--- src/rtl/bcs_pkg.sv ---
package bcs_pkg;
  typedef enum logic [1:0] {
    K_FETCH = 2'b00,
    K_READ  = 2'b01,
    K_WRITE = 2'b10,
    K_RSVD  = 2'b11
  } kind_t;

  localparam int PH_W = 3;
  localparam logic [PH_W-1:0] FETCH_LAST = 3'd7;
  localparam logic [PH_W-1:0] DATA_LAST  = 3'd5;
endpackage

--- src/rtl/bcs_refresh_ctr.sv ---
module bcs_refresh_ctr #(
  parameter int W = 7
) (
  input  logic         clk,
  input  logic         rst_n,
  input  logic         step,
  output logic [W-1:0] count
);
  always_ff @(posedge clk or negedge rst_n) begin
    if (!rst_n)    count <= '0;
    else if (step) count <= count + 1'b1;
  end

  // counter wraps to zero after its top value
  assert_refresh_wrap_R7: assert property (@(posedge clk) disable iff (!rst_n)
    (step && (count == {W{1'b1}})) |=> (count == '0));
endmodule

--- src/rtl/bcs_phase_seq.sv ---
module bcs_phase_seq
  import bcs_pkg::*;
#(
  parameter int ADDR_W = 16,
  parameter int DATA_W = 8
) (
  input  logic              clk,
  input  logic              rst_n,
  input  logic              cmd_valid,
  input  logic [1:0]        cmd_kind,
  input  logic [ADDR_W-1:0] cmd_addr,
  input  logic [DATA_W-1:0] cmd_wdata,
  output logic              cmd_ready,
  output logic              busy,
  output kind_t             kind,
  output logic [PH_W-1:0]   phase,
  output logic              last,
  output logic              fetch_end,
  output logic [ADDR_W-1:0] addr_q,
  output logic [DATA_W-1:0] wdata_q
);
  kind_t           kind_in;
  logic            take;
  logic [PH_W-1:0] last_ph;

  always_comb begin
    case (kind_t'(cmd_kind))
      K_FETCH: kind_in = K_FETCH;
      K_WRITE: kind_in = K_WRITE;
      default: kind_in = K_READ;
    endcase
  end

  assign last_ph   = (kind == K_FETCH) ? FETCH_LAST : DATA_LAST;
  assign last      = busy && (phase == last_ph);
  assign cmd_ready = !busy || last;
  assign take      = cmd_valid && cmd_ready;
  assign fetch_end = last && (kind == K_FETCH);

  always_ff @(posedge clk or negedge rst_n) begin
    if (!rst_n) begin
      busy    <= 1'b0;
      phase   <= '0;
      kind    <= K_FETCH;
      addr_q  <= '0;
      wdata_q <= '0;
    end else if (take) begin
      busy    <= 1'b1;
      phase   <= '0;
      kind    <= kind_in;
      addr_q  <= cmd_addr;
      wdata_q <= cmd_wdata;
    end else if (last) begin
      busy    <= 1'b0;
    end else if (busy) begin
      phase   <= phase + 1'b1;
    end
  end

  // a taken request starts at phase 0 on the next clock
  assert_start_phase_R2: assert property (@(posedge clk) disable iff (!rst_n)
    (cmd_valid && cmd_ready) |=> (busy && (phase == '0)));
  // data cycles never run past their sixth phase
  assert_data_len_R8: assert property (@(posedge clk) disable iff (!rst_n)
    (busy && (kind != K_FETCH)) |-> (phase <= DATA_LAST));
endmodule

--- src/rtl/bcs_strobe_dec.sv ---
module bcs_strobe_dec
  import bcs_pkg::*;
#(
  parameter int ADDR_W = 16,
  parameter int DATA_W = 8,
  parameter int RFSH_W = 7
) (
  input  logic              busy,
  input  kind_t             kind,
  input  logic [PH_W-1:0]   phase,
  input  logic [ADDR_W-1:0] addr_q,
  input  logic [DATA_W-1:0] wdata_q,
  input  logic [RFSH_W-1:0] rcount,
  output logic [ADDR_W-1:0] bus_addr,
  output logic [DATA_W-1:0] bus_dout,
  output logic              bus_oe,
  output logic              mreq_n,
  output logic              rd_n,
  output logic              wr_n,
  output logic              m1_n,
  output logic              rfsh_n,
  output logic              capture
);
  localparam int PAD_W = ADDR_W - RFSH_W;
  logic [ADDR_W-1:0] rfsh_addr;
  logic              mid;   // phases 1..4: the body of every access

  assign rfsh_addr = {{PAD_W{1'b0}}, rcount};
  assign mid       = (phase >= 3'd1) && (phase <= 3'd4);

  always_comb begin
    bus_addr = '0;
    bus_dout = '0;
    bus_oe   = 1'b0;
    mreq_n   = 1'b1;
    rd_n     = 1'b1;
    wr_n     = 1'b1;
    m1_n     = 1'b1;
    rfsh_n   = 1'b1;
    capture  = 1'b0;
    if (busy) begin
      case (kind)
        K_FETCH: begin
          if (phase < 3'd4) begin
            bus_addr = addr_q;
            m1_n     = 1'b0;
            if (phase != 3'd0) begin
              mreq_n = 1'b0;
              rd_n   = 1'b0;
            end
            capture = (phase == 3'd3);
          end else begin
            bus_addr = rfsh_addr;
            rfsh_n   = 1'b0;
            if ((phase == 3'd5) || (phase == 3'd6)) mreq_n = 1'b0;
          end
        end
        K_WRITE: begin
          bus_addr = addr_q;
          bus_dout = wdata_q;
          bus_oe   = 1'b1;
          if (mid) mreq_n = 1'b0;
          if ((phase == 3'd3) || (phase == 3'd4)) wr_n = 1'b0;
        end
        default: begin
          bus_addr = addr_q;
          if (mid) begin
            mreq_n = 1'b0;
            rd_n   = 1'b0;
          end
          capture = (phase == 3'd4);
        end
      endcase
    end
  end
endmodule

--- src/rtl/bus_cycle_seq.sv ---
module bus_cycle_seq
  import bcs_pkg::*;
#(
  parameter int ADDR_W = 16,
  parameter int DATA_W = 8,
  parameter int RFSH_W = 7
) (
  input  logic              clk,
  input  logic              rst_n,
  input  logic              cmd_valid,
  output logic              cmd_ready,
  input  logic [1:0]        cmd_kind,
  input  logic [ADDR_W-1:0] cmd_addr,
  input  logic [DATA_W-1:0] cmd_wdata,
  output logic              rsp_valid,
  output logic [DATA_W-1:0] rsp_data,
  output logic [ADDR_W-1:0] bus_addr,
  output logic [DATA_W-1:0] bus_dout,
  output logic              bus_oe,
  input  logic [DATA_W-1:0] bus_din,
  output logic              mreq_n,
  output logic              rd_n,
  output logic              wr_n,
  output logic              m1_n,
  output logic              rfsh_n
);
  logic              busy, last, fetch_end, capture;
  kind_t             kind;
  logic [PH_W-1:0]   phase;
  logic [ADDR_W-1:0] addr_q;
  logic [DATA_W-1:0] wdata_q;
  logic [RFSH_W-1:0] rcount;

  bcs_phase_seq #(.ADDR_W(ADDR_W), .DATA_W(DATA_W)) u_seq (
    .clk(clk), .rst_n(rst_n), .cmd_valid(cmd_valid), .cmd_kind(cmd_kind),
    .cmd_addr(cmd_addr), .cmd_wdata(cmd_wdata), .cmd_ready(cmd_ready),
    .busy(busy), .kind(kind), .phase(phase), .last(last),
    .fetch_end(fetch_end), .addr_q(addr_q), .wdata_q(wdata_q)
  );

  bcs_refresh_ctr #(.W(RFSH_W)) u_rfsh (
    .clk(clk), .rst_n(rst_n), .step(fetch_end), .count(rcount)
  );

  bcs_strobe_dec #(.ADDR_W(ADDR_W), .DATA_W(DATA_W), .RFSH_W(RFSH_W)) u_dec (
    .busy(busy), .kind(kind), .phase(phase), .addr_q(addr_q),
    .wdata_q(wdata_q), .rcount(rcount), .bus_addr(bus_addr),
    .bus_dout(bus_dout), .bus_oe(bus_oe), .mreq_n(mreq_n), .rd_n(rd_n),
    .wr_n(wr_n), .m1_n(m1_n), .rfsh_n(rfsh_n), .capture(capture)
  );

  always_ff @(posedge clk or negedge rst_n) begin
    if (!rst_n)       rsp_data <= '0;
    else if (capture) rsp_data <= bus_din;
  end

  assign rsp_valid = last;

  // read and write strobes never overlap
  assert_rd_wr_excl_R9: assert property (@(posedge clk) disable iff (!rst_n)
    !(!rd_n && !wr_n));
  // write strobe only while data is driven
  assert_wr_has_oe_R9: assert property (@(posedge clk) disable iff (!rst_n)
    !wr_n |-> bus_oe);
  // fetch marker and refresh marker are disjoint
  assert_m1_rfsh_excl_R6: assert property (@(posedge clk) disable iff (!rst_n)
    !(!m1_n && !rfsh_n));
  // end of a refresh phase advances the counter by one
  assert_refresh_step_R7: assert property (@(posedge clk) disable iff (!rst_n)
    $rose(rfsh_n) |-> (rcount == $past(rcount) + 1'b1));
  // response is a single-clock pulse
  assert_rsp_pulse_R10: assert property (@(posedge clk) disable iff (!rst_n)
    rsp_valid |=> !rsp_valid);
endmodule

--- config.mk ---
export PLATFORM = sky130hd
export DESIGN_NAME = bus_cycle_seq
export DESIGN_NICKNAME = d
export VERILOG_FILES = /design/src/rtl/bcs_pkg.sv /design/src/rtl/bcs_refresh_ctr.sv /design/src/rtl/bcs_phase_seq.sv /design/src/rtl/bcs_strobe_dec.sv /design/src/rtl/bus_cycle_seq.sv
export SDC_FILE = /design/constraint.sdc
export NUM_CORES = 1
export LEC_CHECK = 0
export BUFFER_PORTS_ARGS = -buffer_cell sky130_fd_sc_hd__buf_4
export CORE_MARGIN = 2
export CORE_UTILIZATION = 42
export CTS_CLUSTER_DIAMETER = 200
export DETAILED_ROUTE_END_ITERATION = 12
export GPL_ROUTABILITY_DRIVEN = 0
export PLACE_DENSITY = 0.66
export SLEW_MARGIN = 20
export SYNTH_ARGS = -nofsm -noshare
export SYNTH_HDL_FRONTEND = slang
export SYNTH_HIERARCHICAL = 1
export SYNTH_SLANG_ARGS = --single-unit
--- constraint.sdc ---
create_clock -name clk -period 3.39 [get_ports clk]
set_input_delay 0.678 -clock clk [delete_from_list [all_inputs] [get_ports clk]]
set_output_delay 0.678 -clock clk [all_outputs]
set_load 0.005 [all_outputs]
* Word-level counts from Yosys, hierarchy flattened
Index checks and enable logic that the tools add are counted.
** Word-level totals
- Logic and storage cells :: 69
- Bits of input ports :: 37
- Flip-flop bits (word level) :: 45
- Output and inout bits :: 40
** Operators by class
- Add/subtract/negate cells :: 2
- Eq/ne operators :: 8
- Reductions and logical operators :: 14
- Muxes and demuxes :: 35
- Order comparisons :: 3
** Operators with widths (count)
- 2-to-1 mux 16 bit :: 3
- 2-to-1 mux 1 bit :: 23
- 2-to-1 mux 8 bit :: 2
- equality test 3 bit, second input constant :: 3
- 2-to-1 mux 3 bit :: 3
- adder 7 x 1 -> 7 bit, second input constant :: 1
- equality test 2 bit, second input constant :: 2
- logical AND 1 bit :: 4
- zero test 2 bit :: 2
- case mux 1 bit (2 select lines) :: 2
- case mux 2 bit (2 select lines) :: 1
- nonzero test 2 bit :: 2
- adder 3 x 1 -> 3 bit, second input constant :: 1
- equality test 3 x 2 -> 1 bit, second input constant :: 1
- equality test 3 bit :: 1
- greater-or-equal comparator 3 x 1 -> 1 bit, second input constant :: 1
- <= comparator 3 bit, second input constant :: 1
- logical OR 1 bit :: 3
- < comparator 3 bit, second input constant :: 1
- nonzero test 3 bit :: 1
- 2-to-1 mux 2 bit :: 1
- inequality test 2 bit, second input constant :: 1
- AND reduction 2 bit :: 1
- zero test 1 bit :: 1

* Longest topological paths before layout
- Depth in word-level cells :: 8
- Depth in mapped cells :: 7

* Modules after synthesis
Netlist, hierarchy kept.
** By module, submodules not included
- bcs_phase_seq :: cells each 226, instances 1, sequential area each 750.7 µm², area an instance 1999.4 µm²
- bcs_strobe_dec :: cells each 60, instances 1, sequential area each 0.0 µm², area an instance 422.9 µm²
- bus_cycle_seq :: cells each 17, instances 1, sequential area each 200.2 µm², area an instance 331.6 µm²
- bcs_refresh_ctr :: cells each 22, instances 1, sequential area each 175.2 µm², area an instance 282.8 µm²

* Least setup slack after synthesis
Ideal clock, no wire load.
- Path kind :: register to register
- Start :: reg u_seq.kind[0]
- End :: reg u_rfsh.count[5]
- Period minus slack after synthesis :: 2.207 ns
- Data required time :: 3.311 ns
- Stages on the path, launching flop included :: 8
- Library setup time :: 0.079 ns
- Setup slack :: 1.183 ns
- Arrival time :: 2.128 ns
- Cells stage by stage :: dfrtp_1 -> o21a_4 -> buf_6 -> nor4_2 -> nor3b_1 -> nand4_1 -> nor2_1 -> xor2_1
** On the way
- Cells in the longest elaborated chain, start to end :: 5
** Ends and longest elaborated chain
- from (decl) :: line bcs_phase_seq.sv:15 : output kind_t kind,
- from (signal assigned) :: line bcs_phase_seq.sv:50 : kind <= kind_in;
- zero test 2 bit :: line bcs_phase_seq.sv:34 : assign last_ph = (kind == K_FETCH) ? FETCH_LAST : DATA_LAST;
- 2-to-1 mux 2 bit :: line bcs_phase_seq.sv:34
- equality test 3 bit :: line bcs_phase_seq.sv:35 : assign last = busy && (phase == last_ph);
- logical AND 1 bit :: line bcs_phase_seq.sv:35
- named net rsp_valid :: line bus_cycle_seq.sv:15 : output logic rsp_valid,
- logical AND 1 bit :: line bcs_phase_seq.sv:38 : assign fetch_end = last && (kind == K_FETCH);
- named net fetch_end :: line bus_cycle_seq.sv:27 : logic busy, last, fetch_end, capture;
- to (signal assigned) :: line bcs_refresh_ctr.sv:11 : else if (step) count <= count + 1'b1;
- to (decl) :: line bcs_refresh_ctr.sv:7 : output logic [W-1:0] count
The timed path passes the listed nets, and every way through them passes these cells.
A chain may end at the register's enable or synchronous reset.

* Worst setup path after layout
- Start :: reg u_seq.kind[1]
- End :: out wr_n
** On the way
- Cells in the longest elaborated chain, start to end :: 3
** Ends and longest elaborated chain
- equality test 2 bit :: line bcs_strobe_dec.sv:42 : case (kind)
- 2-to-1 mux 1 bit :: line bcs_strobe_dec.sv:42
- 2-to-1 mux 1 bit :: line bcs_strobe_dec.sv:41 : if (busy) begin
- to (decl) :: line bus_cycle_seq.sv:23 : output logic wr_n,
Every way passes these cells.

==> results list <==
- Count of inserted antenna diode cells: 0
- Adding up every negative setup slack in the final design gives 0 ns.
* Final worst path period need: 2.602 ns
- The worst setup path is captured at a primary output.
- STA classifies the critical path startpoint as a register.
- Row generation in the floorplan step produced 30 rows.
- Area of the multi-input gates: 1735 um^2
- At the later pin of the worst-skew pair, clock insertion delay measures 0.30 ns.
- Cells fill 53.93% of the core in the end.
- Number of max-slew violations in the final report: 0
* Largest vdd supply drop: 0.3920 mV
- GRT Total Usage: 20.44%
- Counting the fill cells in the layout gives 657.
- Sequential cells were found to cover 37.08% of the synthesized design area.
* Post-route DRC violation count: 0
- 77 I/O pins were placed.
* RSZ-0062 raised after global routing: false
* Switching Share: 39.93%
* Cell at the root of the clock tree: sky130_fd_sc_hd__clkbuf_8
- Rel. slew slack: 52.73%
- Port Buffer Count: 76
- The min-delay analysis places its worst path in the category in -> async.
* Number of register bits inferred by synthesis: 45
* # hold bufs at CTS: 0
- The endpoint identified for the worst register-to-register timing path is u_rfsh/count[6]$_DFFE_PN0P_.
- Clock tree from TritonCTS: built
- Measured along the y axis, the die boundary spans 89.03 um.
- Path depth of the worst reg2reg path: 6
- Buffers inserted during clock tree synthesis total 5.
- The total overflow left after global routing is 0.
- Clock skew: 0.01457 ns
- Leakage power: 0.001540 uW
- Layout Nets: 421
* Routed via count divided by cell count: 5.789
- For this design the total switching power over the nets is 1432 uW.
- The design draws 3585 uW.
* Number of nets produced by synthesis: 364
- Slew @ Worst Pin: 0.7076 ns
- Synthesized area divided by synthesized cell count: 9.344 um^2
- Postcts setup bufs: 0
- The die covers 7926 um^2.
- Registers take 1126 um^2.
- Via count: 2773
- Slowest cell delay on critical path: 0.63 ns
- Data on the critical path is required at its endpoint by 2.71 ns.
* Final WS setup: 0.7877 ns
* Critical path data arrival time: 1.92 ns
* Combinational fraction of design power: 60.7%
- The clock network burns 11.7% of the power.
* Fmax: 384.3 MHz
- Die span in x: 89.03 um
- Initial drt markers: 278
- The routed design has 7.868 mm of wire.
- Standard cell core area: 6907 um^2
- The most used flip-flop cell after synthesis is sky130_fd_sc_hd__dfrtp_1.
- The slowest stage of the critical path is the sky130_fd_sc_hd__nor2b_1 cell.
- CP Class: reg -> out
- The synthesized netlist contains 47 unique library cells.
* Number of maximum-capacitance violations: 0
* Antenna violations before repair: 0
- Detailed placement ended at an HPWL of 4.917 mm.
- Hold violation total from the final report: 0
- Worst-path maximum fanout: 10
- Count of mapped cells out of synthesis: 325
- Power spread over the standard cell area amounts to 962.6 nW/um^2.
* Yosys Warn Count: 6
* Wire length of the first global-routing pass: 12.83 mm
- The worst register-to-register path begins at u_seq/kind[0]$_DFFE_PN0P_.
- In this run the deepest clock path goes through 2 buffers.
- Tcrit/Tclk final: 76.76%
* Status: finished clean
- Reg2reg setup slack: 0.89 ns
- Cell breakdown of the critical path: nor2b_1, and2_2, o21ai_0, buf_4
- Count of flip-flops with a built-in enable after synthesis: 0
- The clock tree synthesis step divided the H-tree into 2 levels.
- The internal power of the cells totals 2154 uW.
- Of the cells placed in the final design, the portion with a size suffix greater than 1 is 29.77%.
- Largest net degree at the start of global routing: 53
- Total setup violations reported at the end of the flow: 0
- The first TritonRoute pass finished after 6 iterations.
- Worst Setup Slack post-DPL: 0.9296 ns
- Sequential fraction of design power: 27.6%
* Area growth, synth to finish: 22.66%
- Summing every instance area after synthesis gives 3037 um^2.
- Initial standard-cell utilization of the core: 43.97%
- Vias in the first global route: 2618
- Dividing the detail-routed wire length by the instance count gives 16.43 um.
- Clock sink count: 45
- Counting flops with an async set or reset pin after synthesis yields a share of 100.0%.
- Post_cts resized: 0
* Final antenna-violating net count: 0
- Clock-pin slew was measured on the worst setup and hold paths at 0.08 ns.
## worst max-delay path, delay by kind of cell (launching register included)
kind / cells / cell delay (ns)
buffers and inverters: 1 / 0.14
flip-flops: 1 / 0.52
AO/OA/AOI/OAI: 1 / 0.08
AND/OR/NAND/NOR: 2 / 0.89
## state kept, by name (all words and copies together), names as in the netlist
name / flops
u_seq/busy: 1
rsp_data: 8
u_rfsh/count: 7
u_seq/addr_q: 16
u_seq/phase: 3
u_seq/kind: 2
u_seq/wdata_q: 8
## layer usage
layer | GRT usage [%] | vias to the layer above | routed length [um]
li1 | - | 1353 | -
met1 | 30.09 | 1304 | 3704
met3 | 3.693 | 6 | 551
met2 | 31.68 | 110 | 3568
met5 | 0 | - | 0
met4 | 4.206 | 0 | 44
## cell usage after synthesis (all sizes together) (2+ instances only)
library cell	n	share of area, %
mux2	10	4.7
o21a	2	0.74
nor2b	13	2.9
ha	2	0.82
or4	24	5.9
nand2	30	3.7
nand3	25	4.1
nor3b	3	0.91
o31ai	2	0.95
xnor2	3	0.87
mux2i	7	2.3
clkbuf	21	2.6
inv	3	0.37
a32o	2	0.66
and3	10	2.2
a222oi	24	7.9
nor2	6	0.74
and3b	4	1.2
buf	11	2.9
xor2	3	0.87
nor4	2	0.62
and2	35	7.3
nand4b	2	0.58
nand4	2	0.41
dfrtp	45	37
o21ai	27	4.4
nor3	2	0.70
## logic make-up (layout without fill, tap and decap cells)
kind of cell             count (synthesis)  after routing  share of synthesized area (%)
AO/OA/AOI/OAI                           61             61                          15.90
XOR/XNOR                                 6              6                          1.731
adder cells (fa/ha/maj)                  2              2                         0.8239
buffers and inverters                   35             93                          5.851
flip-flops                              45             45                          37.08
multiplexers                            17             17                          7.005
AND/OR/NAND/NOR                        159            159                          31.60
## through the flow
stage / hold slack (ns) / instance area, um^2 / cells
finish: 0.3828 / 3725 / 479
global route: 0.4321 / 3725 / 479
CTS: 0.3949 / 3725 / 479
detailed placement: 0.4647 / 3608 / 471
global placement: 0.4650 / 3608 / 471
floorplan: 0.3824 / 3037 / 325
## power groups by stage
stage | Sequential, uW | Clock (uW) | Combinational (uW)
finish | 989 | 420 | 2180
global route | 1030 | 456 | 2430
CTS | 988 | 437 | 2190
detailed placement | 997 | 0 | 2170
global placement | 988 | 0 | 2130
floorplan | 944 | 0 | 1470
## placed cells by master (no fill, tap or decap), types with 3 or more instances in the layout
cell type / n
sky130_fd_sc_hd__o21ai_0: 26
sky130_fd_sc_hd__xor2_1: 3
sky130_fd_sc_hd__dfrtp_1: 45
sky130_fd_sc_hd__mux2i_1: 7
sky130_fd_sc_hd__nor2b_1: 11
sky130_fd_sc_hd__and3_2: 4
sky130_fd_sc_hd__and2_1: 33
sky130_fd_sc_hd__xnor2_1: 3
sky130_fd_sc_hd__a222oi_1: 24
sky130_fd_sc_hd__and3b_1: 3
sky130_fd_sc_hd__buf_4: 82
sky130_fd_sc_hd__mux2_4: 8
sky130_fd_sc_hd__and3_1: 6
sky130_fd_sc_hd__or4_1: 24
sky130_fd_sc_hd__nand2_1: 30
sky130_fd_sc_hd__clkbuf_8: 6
sky130_fd_sc_hd__nand3_1: 25
sky130_fd_sc_hd__nor2_1: 6
## cell type report
cell class	instances	area share, %
Multi-Input combinational cell	245	46.59
Clock buffer	7	2.318
Inverter	3	0.3023
Sequential cell	45	30.23
Clock inverter	1	0.8062
Timing Repair Buffer	82	16.53
Tap cell	96	3.225
## how the worst max path moves through the flow
stage	startpoint	end	slack [ns]	cells after the start
floorplan	u_seq/kind[0]$_DFFE_PN0P_	u_rfsh/count[5]$_DFFE_PN0P_	1.18	7
global placement	u_seq/kind[0]$_DFFE_PN0P_	u_rfsh/count[6]$_DFFE_PN0P_	0.97	6
detailed placement	u_seq/kind[0]$_DFFE_PN0P_	u_rfsh/count[6]$_DFFE_PN0P_	0.93	6
CTS	u_seq/kind[1]$_DFFE_PN0P_	wr_n	0.78	4
global route	u_seq/kind[0]$_DFFE_PN0P_	u_rfsh/count[6]$_DFFE_PN0P_	0.58	6
finish	u_seq/kind[1]$_DFFE_PN0P_	wr_n	0.79	4
Note: power is estimated with default switching activity, not from simulation.
